[config.mk]
export PLATFORM = sky130hd
export DESIGN_NAME = audio_clkgen
export DESIGN_NICKNAME = d
export VERILOG_FILES = /design/src/rtl/gap_clkgen_pkg.sv /design/src/rtl/gap_cfg_shadow.sv /design/src/rtl/gap_half_div.sv /design/src/rtl/audio_clkgen.sv
export SDC_FILE = /design/constraint.sdc
export NUM_CORES = 1
export LEC_CHECK = 0
export ABC_AREA = 0
export ABC_CLOCK_PERIOD_IN_PS = 6250
export CAP_MARGIN = 20
export CORE_MARGIN = 5
export CORE_UTILIZATION = 60
export CTS_CLUSTER_DIAMETER = 150
export DETAILED_ROUTE_END_ITERATION = 12
export HOLD_SLACK_MARGIN = 0.03
export PLACE_DENSITY = 0.9
export SETUP_SLACK_MARGIN = 0.1
export SYNTH_ARGS = -nofsm -noshare
export SYNTH_HDL_FRONTEND = slang
export SYNTH_HIERARCHICAL = 1
export SYNTH_SLANG_ARGS = --single-unit
[constraint.sdc]
create_clock -name clk -period 6.25 [get_ports clk]
set_clock_uncertainty 0.1 [all_clocks]
set_input_delay 1.25 -clock clk [delete_from_list [all_inputs] [get_ports clk]]
set_output_delay 1.25 -clock clk [all_outputs]
set_load 0.02 [all_outputs]
[src/rtl/gap_clkgen_pkg.sv]
package gap_clkgen_pkg;

    parameter int CG_POS_W = 8;
    parameter int CG_DIV_W = 8;

    typedef struct packed {
        logic [CG_DIV_W-1:0] div;
        logic [CG_POS_W-1:0] len;
        logic [CG_POS_W-1:0] idle_start;
        logic [CG_POS_W-1:0] idle_stop;
    } gen_cfg_t;

    typedef enum logic [2:0] {
        ST_OFF,
        ST_HIGH,
        ST_LOW,
        ST_GAP_A,
        ST_GAP_B
    } gen_state_t;

    function automatic logic cfg_ok(gen_cfg_t c);
        return (c.div != '0) && (c.len >= CG_POS_W'(2)) &&
               (c.idle_stop <= c.len) && (c.idle_start <= c.idle_stop);
    endfunction

    function automatic logic tick_in_gap(gen_cfg_t c, logic [CG_POS_W-1:0] p);
        return (c.idle_start != c.idle_stop) && (p >= c.idle_start) &&
               (p < c.idle_stop);
    endfunction

endpackage

[src/rtl/gap_cfg_shadow.sv]
module gap_cfg_shadow
    import gap_clkgen_pkg::*;
#(
    parameter gen_cfg_t RST_CFG = '0
) (
    input  logic     clk,
    input  logic     rst_n,
    input  logic     load,
    input  gen_cfg_t cfg_in,
    output gen_cfg_t act_cfg,
    output gen_cfg_t nxt_cfg
);

    always_comb nxt_cfg = cfg_ok(cfg_in) ? cfg_in : act_cfg;

    always_ff @(posedge clk or negedge rst_n) begin
        if (!rst_n)
            act_cfg <= RST_CFG;
        else if (load)
            act_cfg <= nxt_cfg;
    end

endmodule

[src/rtl/gap_half_div.sv]
module gap_half_div
    import gap_clkgen_pkg::*;
(
    input  logic                clk,
    input  logic                rst_n,
    input  logic                run,
    input  logic [CG_DIV_W-1:0] div,
    output logic                half_done
);

    logic [CG_DIV_W-1:0] cnt_q;

    assign half_done = run && (cnt_q == div - 1'b1);

    always_ff @(posedge clk or negedge rst_n) begin
        if (!rst_n)
            cnt_q <= '0;
        else if (!run || half_done)
            cnt_q <= '0;
        else
            cnt_q <= cnt_q + 1'b1;
    end

endmodule

[src/rtl/audio_clkgen.sv]
module audio_clkgen
    import gap_clkgen_pkg::*;
#(
    parameter int DEF_DIV   = 1,
    parameter int DEF_LEN   = 32,
    parameter int DEF_START = 0,
    parameter int DEF_STOP  = 0
) (
    input  logic                clk,
    input  logic                rst_n,
    input  logic                enable,
    input  logic [CG_DIV_W-1:0] cfg_div,
    input  logic [CG_POS_W-1:0] cfg_len,
    input  logic [CG_POS_W-1:0] cfg_idle_start,
    input  logic [CG_POS_W-1:0] cfg_idle_stop,
    output logic                bclk,
    output logic                fsync,
    output logic                data_win,
    output logic [CG_POS_W-1:0] bit_pos
);

    localparam gen_cfg_t RST_CFG = '{
        div:        CG_DIV_W'(DEF_DIV),
        len:        CG_POS_W'(DEF_LEN),
        idle_start: CG_POS_W'(DEF_START),
        idle_stop:  CG_POS_W'(DEF_STOP)
    };

    gen_state_t          state_q, state_d;
    logic [CG_POS_W-1:0] pos_q, pos_d, pos_inc;
    gen_cfg_t            cfg_in, act_q, nxt_cfg;
    logic                load, run, half_done, tick_end, wrap;

    assign cfg_in = '{div: cfg_div, len: cfg_len,
                      idle_start: cfg_idle_start, idle_stop: cfg_idle_stop};

    gap_cfg_shadow #(.RST_CFG(RST_CFG)) u_shadow (
        .clk     (clk),
        .rst_n   (rst_n),
        .load    (load),
        .cfg_in  (cfg_in),
        .act_cfg (act_q),
        .nxt_cfg (nxt_cfg)
    );

    assign run = (state_q != ST_OFF);

    gap_half_div u_div (
        .clk       (clk),
        .rst_n     (rst_n),
        .run       (run),
        .div       (act_q.div),
        .half_done (half_done)
    );

    assign tick_end = half_done && (state_q == ST_LOW || state_q == ST_GAP_B);
    assign wrap     = (pos_q >= act_q.len - 1'b1);
    assign pos_inc  = pos_q + 1'b1;

    // next-state process
    always_comb begin
        state_d = state_q;
        pos_d   = pos_q;
        load    = 1'b0;
        unique case (state_q)
            ST_OFF: begin
                if (enable) begin
                    load    = 1'b1;
                    pos_d   = '0;
                    state_d = tick_in_gap(nxt_cfg, '0) ? ST_GAP_A : ST_HIGH;
                end
            end
            ST_HIGH: begin
                if (half_done) state_d = ST_LOW;
            end
            ST_GAP_A: begin
                if (half_done) state_d = ST_GAP_B;
            end
            ST_LOW, ST_GAP_B: begin
                if (tick_end) begin
                    if (wrap) begin
                        load    = 1'b1;
                        pos_d   = '0;
                        state_d = tick_in_gap(nxt_cfg, '0) ? ST_GAP_A : ST_HIGH;
                    end else begin
                        pos_d   = pos_inc;
                        state_d = tick_in_gap(act_q, pos_inc) ? ST_GAP_A : ST_HIGH;
                    end
                end
            end
        endcase
        if (!enable) begin
            state_d = ST_OFF;
            pos_d   = '0;
            load    = 1'b0;
        end
    end

    // state register process
    always_ff @(posedge clk or negedge rst_n) begin
        if (!rst_n) begin
            state_q <= ST_OFF;
            pos_q   <= '0;
        end else begin
            state_q <= state_d;
            pos_q   <= pos_d;
        end
    end

    // output process
    always_comb begin
        bclk     = (state_q == ST_HIGH);
        fsync    = run && (pos_q == '0);
        data_win = run && !((act_q.idle_start != act_q.idle_stop) &&
                            (pos_q >= act_q.idle_start));
        bit_pos  = pos_q;
    end

endmodule

Word level (Yosys, flattened, before mapping)
Cells that the tools add are included.
{"block": "op_classes", "addsub": 4, "eq_ne": 11, "magnitude_cmp": 9, "reduce_logical": 24, "n_mux": 18}
{"cell": "$mux 8", "n": 4}
{"cell": "$ge 8x8->1", "n": 3}
{"cell": "$add 8x1->8 const B", "n": 2}
{"cell": "$le 8x8->1", "n": 2}
{"cell": "$mux 16", "n": 1}
{"cell": "$ne 8x8->1", "n": 2}
{"cell": "$pmux 8 s2", "n": 1}
{"cell": "$sub 8x1->8 const B", "n": 2}
{"cell": "$logic_and 1x1->1", "n": 12}
{"cell": "$mux 3", "n": 4}
{"cell": "$pmux 3 s4", "n": 1}
{"cell": "$eq 8x8->1", "n": 1}
{"cell": "$ge 1x8->1 const A", "n": 1}
{"cell": "$ge 8x2->1 const B", "n": 1}
{"cell": "$logic_not 8->1", "n": 1}
{"cell": "$lt 1x8->1 const A", "n": 1}
{"cell": "$lt 8x8->1", "n": 1}
{"cell": "$reduce_bool 8->1", "n": 1}
{"cell": "$eq 3x2->1 const B", "n": 2}
{"cell": "$mux 2", "n": 3}
{"cell": "$ne 3x3->1 const B", "n": 2}
{"cell": "$reduce_and 2->1", "n": 2}
{"cell": "$eq 3x1->1 const B", "n": 1}
{"cell": "$eq 3x3->1 const B", "n": 1}
{"cell": "other kinds (10)", "n": 14}
{"block": "word_totals", "output_inout_bits": 11, "in_bits": 35, "ff_bits": 51, "word_cells": 73}

Logic depth before layout (Yosys ltp)
Gate-level depths: netlist of run 1.
{"block": "depth", "depth_word": 13, "depth_mapped": 15, "ltp_nobuf": 13}

By module
Netlist of run 1, hierarchy kept.
{"mod": "gap_cfg_shadow", "area_per_inst_um2": 2031.9, "cells_per_inst": 164, "seq_area_each_um2": 803.3, "instances": 1}
{"mod": "audio_clkgen", "area_per_inst_um2": 1625.3, "cells_per_inst": 197, "seq_area_each_um2": 275.3, "instances": 1}
{"mod": "gap_half_div", "area_per_inst_um2": 701.9, "cells_per_inst": 77, "seq_area_each_um2": 200.2, "instances": 1}

Least setup slack after synthesis of run 1
No wires, ideal clock.
{"block": "synth_path", "kind": "input-to-reg", "start": "input cfg_len[2]", "end": "register state_q[1]", "setup_time_ps": 82, "n_path_buf": 1, "required_time_ps": 6068, "setup_slack_ps": 2038, "arrival_ps": 4030, "cell_stages": 12, "cell_sequence": "inv_1 > ha_1 > and4b_1 > a211oi_1 > o22ai_1 > nor4_4 > buf_2 > mux2_2 > nor4_1 > nand3_1 > or3_2 > a31oi_1"}
{"element": "from (decl)", "line_no": "audio_clkgen.sv:13", "rtl": "input logic [CG_POS_W-1:0] cfg_len,"}
{"element": "to (signal assigned)", "line_no": "audio_clkgen.sv:105", "rtl": "state_q <= state_d;"}
{"element": "to (decl)", "line_no": "audio_clkgen.sv:29", "rtl": "gen_state_t state_q, state_d;"}

==> impl_results.md, run 1 <==
- Slew Limit Fails: 0
- Final ANT Viol Nets: 0
- I/O pins: 46
- Post-Syn Area per Cell: a little under 10 sq um
- Share of power burned in registers: 0.388
- Total GRT Usage: 0.242
- CP delay by family, top: simple AND/OR/NAND/NOR gates
- Placed cells: 553
- Share of cells above drive strength 1: 0.0946
- Max IR drop VDD: around 0.00022 V
- Drt first pass iters: 4
- Non-Filler Instances: ~560
- Sw Pwr: 0.000649 W
- Pwr dens: about 330 nW/um^2
- Setup Buffers After CTS: 0
- Buffer depth of the longest clock path: 2
- Worst Path Class, Setup: primary input to flip-flop
- Die height: 93.4 um
- Clock-pin slew on the worst setup and hold paths: 100 ps
- WL/cell: 17.9 um
- P_leak: 2.18 nW
- Status: complete, no violations
- Bufs and invs on worst path: 3
- Crit path required time: 6390 ps
- Slowest cell on crit path: clkdlybuf4s50_1
- Fin crit period: 4500 ps
- Relative slew slack: 0.479
- Syn nets: ~510
- Hold Fails Final Rpt: 0
- Nets: roughly 550
- Detailed Route WL: 10100 um
- Data arrival, critical path: 4650 ps
- Synth warn: 6
- Post-CTS sizing: 0
- RSZ-0062 raised after global routing: no
- Vias in the first global route: between 3000 and 4000
- Fin crit share: 0.720
- Max Clk Rate: 0.222 GHz
- Antenna cells: 0
- Post-synthesis instance total: roughly 420
- Combinational power share: 0.458
- Hold_buf cts: 0
- Buffers on Ports: 45
- Switching fraction of total power: 0.416
- Maximum fanout along the worst path: 17
- Initial antenna violation count: 0
- Grt total ovfl: 0
- CP Cell Sequence: clkdlybuf4s50_1, inv_1, ha_1, and4b_1, a211oi_1, o22ai_1, nor4_4, buf_4, mux2_2, nor4_1, nand3_1, or3_2, a31oi_1
- Via count: 3386
- DP Wirelength: 7690 um
- Clock power frac: 0.153
- CORE AREA: 6790 sq um
- DR vias/cell: 6.04
- # DRC: 0
- Worst skew pair latency: 310 ps
- Largest net degree at the start of global routing: between 50 and 60
- Internal: 0.000913 W
- Die area: 8720 sq um
- Total CTS buffers: 5
- Clk root buf: clkbuf_8
- Effective utilization at floorplan: 0.614
- Hold WC Path Type: flip-flop to flip-flop
- First-pass GRT wire length: 16900 um
- Max-cap violations: 0
- Startpoint Class: primary input
- Iter 0 DRT Violations: 212
- CTS tree: yes
- Clk sinks: 51
- # rows: 30
- Die width: around 93 um
- Area grow syn2layout: 14.7%
- Post-synth design cell area: 4170 sq um
- Final setup vio count: 0
- Worst-Margin Slew: 778 ps
- CTS H-Tree Depth: 2
- FILL cells: 500
- Final GP Congestion: 0.907
- TNS Setup: 0 ps
- Max incr delay on CP: 490 ps
- Crit. End Element: flip-flop
## cell usage in the layout (no fill, tap or decap), drive strengths merged, types with 6 or more instances in the layout
cell and instances:
a32o 7, xnor2 19, clkdlybuf4s50 44, o21ai 8, nor4 12, nand3 17, a21oi 23, dfrtp 49
nor2 14, nand2 32, nor3 6, inv 40, mux2 48, xor2 19, nand4 7, ha 52
## worst paths after layout
kind | end | slack [ps] | cells past startpoint | start
setup / recovery | state_q[1] | 1750 | 13 | cfg_len[2]
hold / removal | u_shadow/act_cfg[31] | 430 | 1 | u_shadow/act_cfg[31]
setup reg to reg | u_shadow/act_cfg[19] | 2360 | 12 | u_shadow/act_cfg[24]
hold reg to reg | u_shadow/act_cfg[31] | 430 | 1 | u_shadow/act_cfg[31]
max in group asynchronous | u_shadow/act_cfg[27] | 4670 | 2 | rst_n
min in group asynchronous | u_shadow/act_cfg[1] | 930 | 2 | rst_n
## metal layers
layer,global-route usage,vias up,wire [um]
li1,-,1604,-
met1,0.318,1658,4310
met2,0.411,102,4970
met3,0.0314,22,574
met4,0.0769,0,197
met5,0,-,0
## metrics by stage
step | total power, W | instance area (sq um) | utilization | hold slack [ps] | setup WS [ps]
after global placement | 0.00125 | 4670 | 0.687 | 402 | 1560
after detailed placement | 0.00131 | 4670 | 0.687 | 414 | 1420
final | 0.00156 | 4790 | 0.704 | 435 | 1750
after global routing | 0.00168 | 4790 | 0.704 | 461 | 1510
after CTS | 0.00156 | 4790 | 0.704 | 436 | 1760
after floorplan | 0.00111 | 4170 | - | 386 | 2090
## power groups by stage
| stage | combinational, W | clock (W) | sequential [W] |
|---|---|---|---|
| floorplan | 0.000555 | 0 | 0.000551 |
| global placement | 0.000647 | 0 | 0.000598 |
| detailed placement | 0.000703 | 0 | 0.000609 |
| CTS | 0.000712 | 0.000243 | 0.000603 |
| global route | 0.000799 | 0.000258 | 0.000625 |
| finish | 0.000716 | 0.000239 | 0.000607 |
## flip-flops by register name (all words and copies together), names as in the netlist
register	cells
bit_pos	8
state_q	3
u_div/cnt_q	8
u_shadow/act_cfg	32
## final cells by class
class / count / area [sq um] / area share
clock buffers: 5 / 68.8 / 0.0144
clock inverters: 3 / 46.3 / 0.00967
inverters: 39 / 146 / 0.0306
multi-input cells: 320 / 2670 / 0.557
flip-flops and latches: 51 / 1280 / 0.267
well taps: 96 / 120 / 0.0251
repair buffers: 47 / 460 / 0.0962
Power figures use the tool's default switching activity.
==> run 2: changes to the inputs <==
--- a/config.mk
+++ b/config.mk
@@ -6,14 +6,14 @@
 export NUM_CORES = 1
 export LEC_CHECK = 0
 export ABC_AREA = 0
-export ABC_CLOCK_PERIOD_IN_PS = 6250
+export ABC_CLOCK_PERIOD_IN_PS = 4000
 export CAP_MARGIN = 20
 export CORE_MARGIN = 5
-export CORE_UTILIZATION = 60
+export CORE_UTILIZATION = 52
 export CTS_CLUSTER_DIAMETER = 150
 export DETAILED_ROUTE_END_ITERATION = 12
 export HOLD_SLACK_MARGIN = 0.03
-export PLACE_DENSITY = 0.9
+export PLACE_DENSITY = 0.83
 export SETUP_SLACK_MARGIN = 0.1
 export SYNTH_ARGS = -nofsm -noshare
 export SYNTH_HDL_FRONTEND = slang
==> constraint.sdc (replaced) <==
create_clock -name clk -period 4 [get_ports clk]
set_clock_uncertainty 0.1 [all_clocks]
set_input_delay 0.8 -clock clk [delete_from_list [all_inputs] [get_ports clk]]
set_output_delay 0.8 -clock clk [all_outputs]
set_load 0.02 [all_outputs]
==> run 2 against run 1 <==
Effect of this change:
- flip-flop and latch count stayed put
- clock power is 36% higher
- via count is 1.6% higher
- critical endpoint unchanged
- first-iteration DRC count is 13% lower
- highest routed layer unchanged
- combinational power is 69% higher
- routed wire length is 3.3% higher
- cell area is 6.4% higher
- largest cell class unchanged
- global-route usage is 3.6 points lower
==> impl_results.md, run 2 (synthesis gave the netlist of run 1 again) <==
- Status: complete, no violations
- Max IR drop VDD: 0.000267 V (+23%)
- Placed Area: 4780 sq um (+2.3%)
- Pwr dens: 488 nW/um^2 (+49%)
- Total GRT Usage: 0.205 (-0.0362)
- DR vias/cell: 5.87 (-2.7%)
- CTS H-Tree Depth: 2 (unchanged)
- I/O pins: 46 (unchanged)
- Clock power frac: 0.131 (-0.022)
- Crit path required time: 4140 ps (-2250 ps)
- Largest register FFs: 32 (unchanged)
- Fin crit share: 0.975
- Worst-Margin Slew: 826 ps (+48.3 ps)
- Share of power burned in registers: 0.381 (-0.007)
- Hold Fails Final Rpt: 0 (unchanged)
- # DRC: 0 (unchanged)
- Final non-filler cell area: 5090 sq um (+6.4%)
- Combinational power share: 0.487 (+0.029)
- Maximum fanout along the worst path: 4 (-13)
- Non-Filler Instances: 586 (+4.5%)
- Worst Path Class, Setup: primary input to flip-flop
- Final core utilization: 0.656 (-0.0488)
- CTS tree: yes
- Slew Limit Fails: 0 (unchanged)
- Vias in the first global route: 3465 (-0.14%)
- Fin crit period: 3900 ps
- Relative slew slack: 0.442 (-0.0376)
- Initial antenna violation count: 0 (unchanged)
- Clock-pin slew on the worst setup and hold paths: 100 ps (about the same)
- Share of cells above drive strength 1: 0.167 (+0.0727)
- Commonest cells after routing, fill and taps aside: 48 x ha_1, 48 x dfrtp_1, 36 x inv_1, 33 x clkdlybuf4s50_1, 31 x nand2_1
- Final ANT Viol Nets: 0 (unchanged)
- GRT met3 Usage: 0.0281 (-0.00333)
- GRT met2 Usage: 0.360 (-0.0515)
- First-pass GRT wire length: 16600 um (-1.7%)
- Die height: 99.6 um (+6.6%)
- Gr busiest metal: met2
- Buffer depth of the longest clock path: 2 (unchanged)
- Crit. End Element: flip-flop
- Placed cells: 572 (+3.4%)
- P_leak: 2.37 nW (+8.7%)
- Largest net degree at the start of global routing: 35 (-33%)
- Clk sinks: 51 (unchanged)
- Nets: 570 (+3.4%)
- Die area: 9920 sq um (+14%)
- Area grow syn2layout: 22.0%
- Final setup vio count: 0 (unchanged)
- # rows: 32 (+6.7%)
- Startpoint Class: primary input
- FILL cells: 587 (+17%)
- Via count: 3441 (+1.6%)
- WL/cell: 17.7 um (-1.1%)
- Iter 0 DRT Violations: 184 (-13%)
- Total CTS buffers: 5 (unchanged)
- Data arrival, critical path: 4040 ps (-610 ps)
- Effective utilization at floorplan: 0.537 (-0.0770)
- Antenna cells: 0 (unchanged)
- Grt total ovfl: 0 (unchanged)
- Max-cap violations: 0 (unchanged)
- Met1 usage: 0.266 (-0.0514)
- Tot Pwr: 0.00248 W (+59%)
- Switching fraction of total power: 0.429 (+0.0135)
- Detailed Route WL: 10400 um (+3.3%)
- Sw Pwr: 0.00107 W (+64%)
- Buffers on Ports: 45 (unchanged)
- Drt first pass iters: 4 (unchanged)
- Max Clk Rate: roughly 0.26 GHz
- Top reg by flops: u_shadow/act_cfg
- CORE AREA: 7770 sq um (+14%)
- TNS Setup: 0 ps (unchanged)
- Internal: 0.00142 W (+55%)
- Final GP Congestion: 0.873 (-3.7%)
- Hold WC Path Type: primary input to async pin
- Clk root buf: clkbuf_8
- DP Wirelength: 7720 um (+0.41%)
- Worst skew pair latency: 310 ps (about the same)
- Die width: 99.6 um (+6.6%)
==> run 2: final cells by class <==
cell class | count | area (sq um) | area share
clock buffers | 5 | 68.8 | 0.0135
clock inverters | 3 | 28.8 | 0.00565
inverters | 39 | 146 | 0.0287
multi-input cells | 320 | 2810 | 0.552
flip-flops and latches | 51 | 1280 | 0.251
well taps | 102 | 128 | 0.0251
repair buffers | 66 | 631 | 0.124
==> run 2: what timing repair did <==
item | in CTS | in global routing
cloned | 1 | 0
gates resized for setup | 6 | 32
pin swaps | 4 | 10
hold buffers | 0 | 0
endpoints found under the setup margin | 1 | 2
buffers inserted | 1 | 4
==> run 2: worst max-delay path, cell delays in order <==
cell,delay (ps)
clkdlybuf4s50_1,490
inv_1,70
ha_4,280
nand4_1,120
nor2_1,170
o22ai_2,150
nor4_4,350
buf_4,170
buf_4,130
mux2_2,360
nor4_4,290
nand3_2,120
or3_2,410
a31oi_1,130
==> run 2: worst paths after layout <==
| path | from | to | slack (ps) | cells past startpoint |
|---|---|---|---|---|
| worst max-delay path | cfg_len[7] | state_q[1] | 100 | 14 |
| worst min-delay path | rst_n | u_shadow/act_cfg[0] | 300 | 1 |
| worst max register to register | u_shadow/act_cfg[24] | u_shadow/act_cfg[5] | 590 | 13 |
| worst min register to register | u_shadow/act_cfg[16] | u_shadow/act_cfg[16] | 440 | 1 |
| max in group asynchronous | rst_n | bit_pos[0] | 2690 | 2 |
| min in group clk | u_shadow/act_cfg[16] | u_shadow/act_cfg[16] | 440 | 1 |
==> run 2: power groups by stage <==
stage          logic, W  registers, W  clock network, W
3_3_place_gp    0.00103      0.000936                 0
6_report        0.00121      0.000947          0.000326
3_5_place_dp    0.00110      0.000949                 0
2_1_floorplan  0.000867      0.000861                 0
5_1_grt         0.00134      0.000971          0.000350
4_1_cts         0.00112      0.000937          0.000336
==> run 2: per-stage QoR <==
step	setup slack, ps	hold slack [ps]
floorplan	294	386
global placement	-180	406
detailed placement	-337	415
CTS	101	305
global route	-30.1	322
finish	98.1	303
==> run 2: layer usage <==
layer | up-vias | wire length [um]
met4 | 0 | 220
met2 | 82 | 5210
met1 | 1692 | 4520
met5 | - | 0
met3 | 20 | 433
li1 | 1647 | -
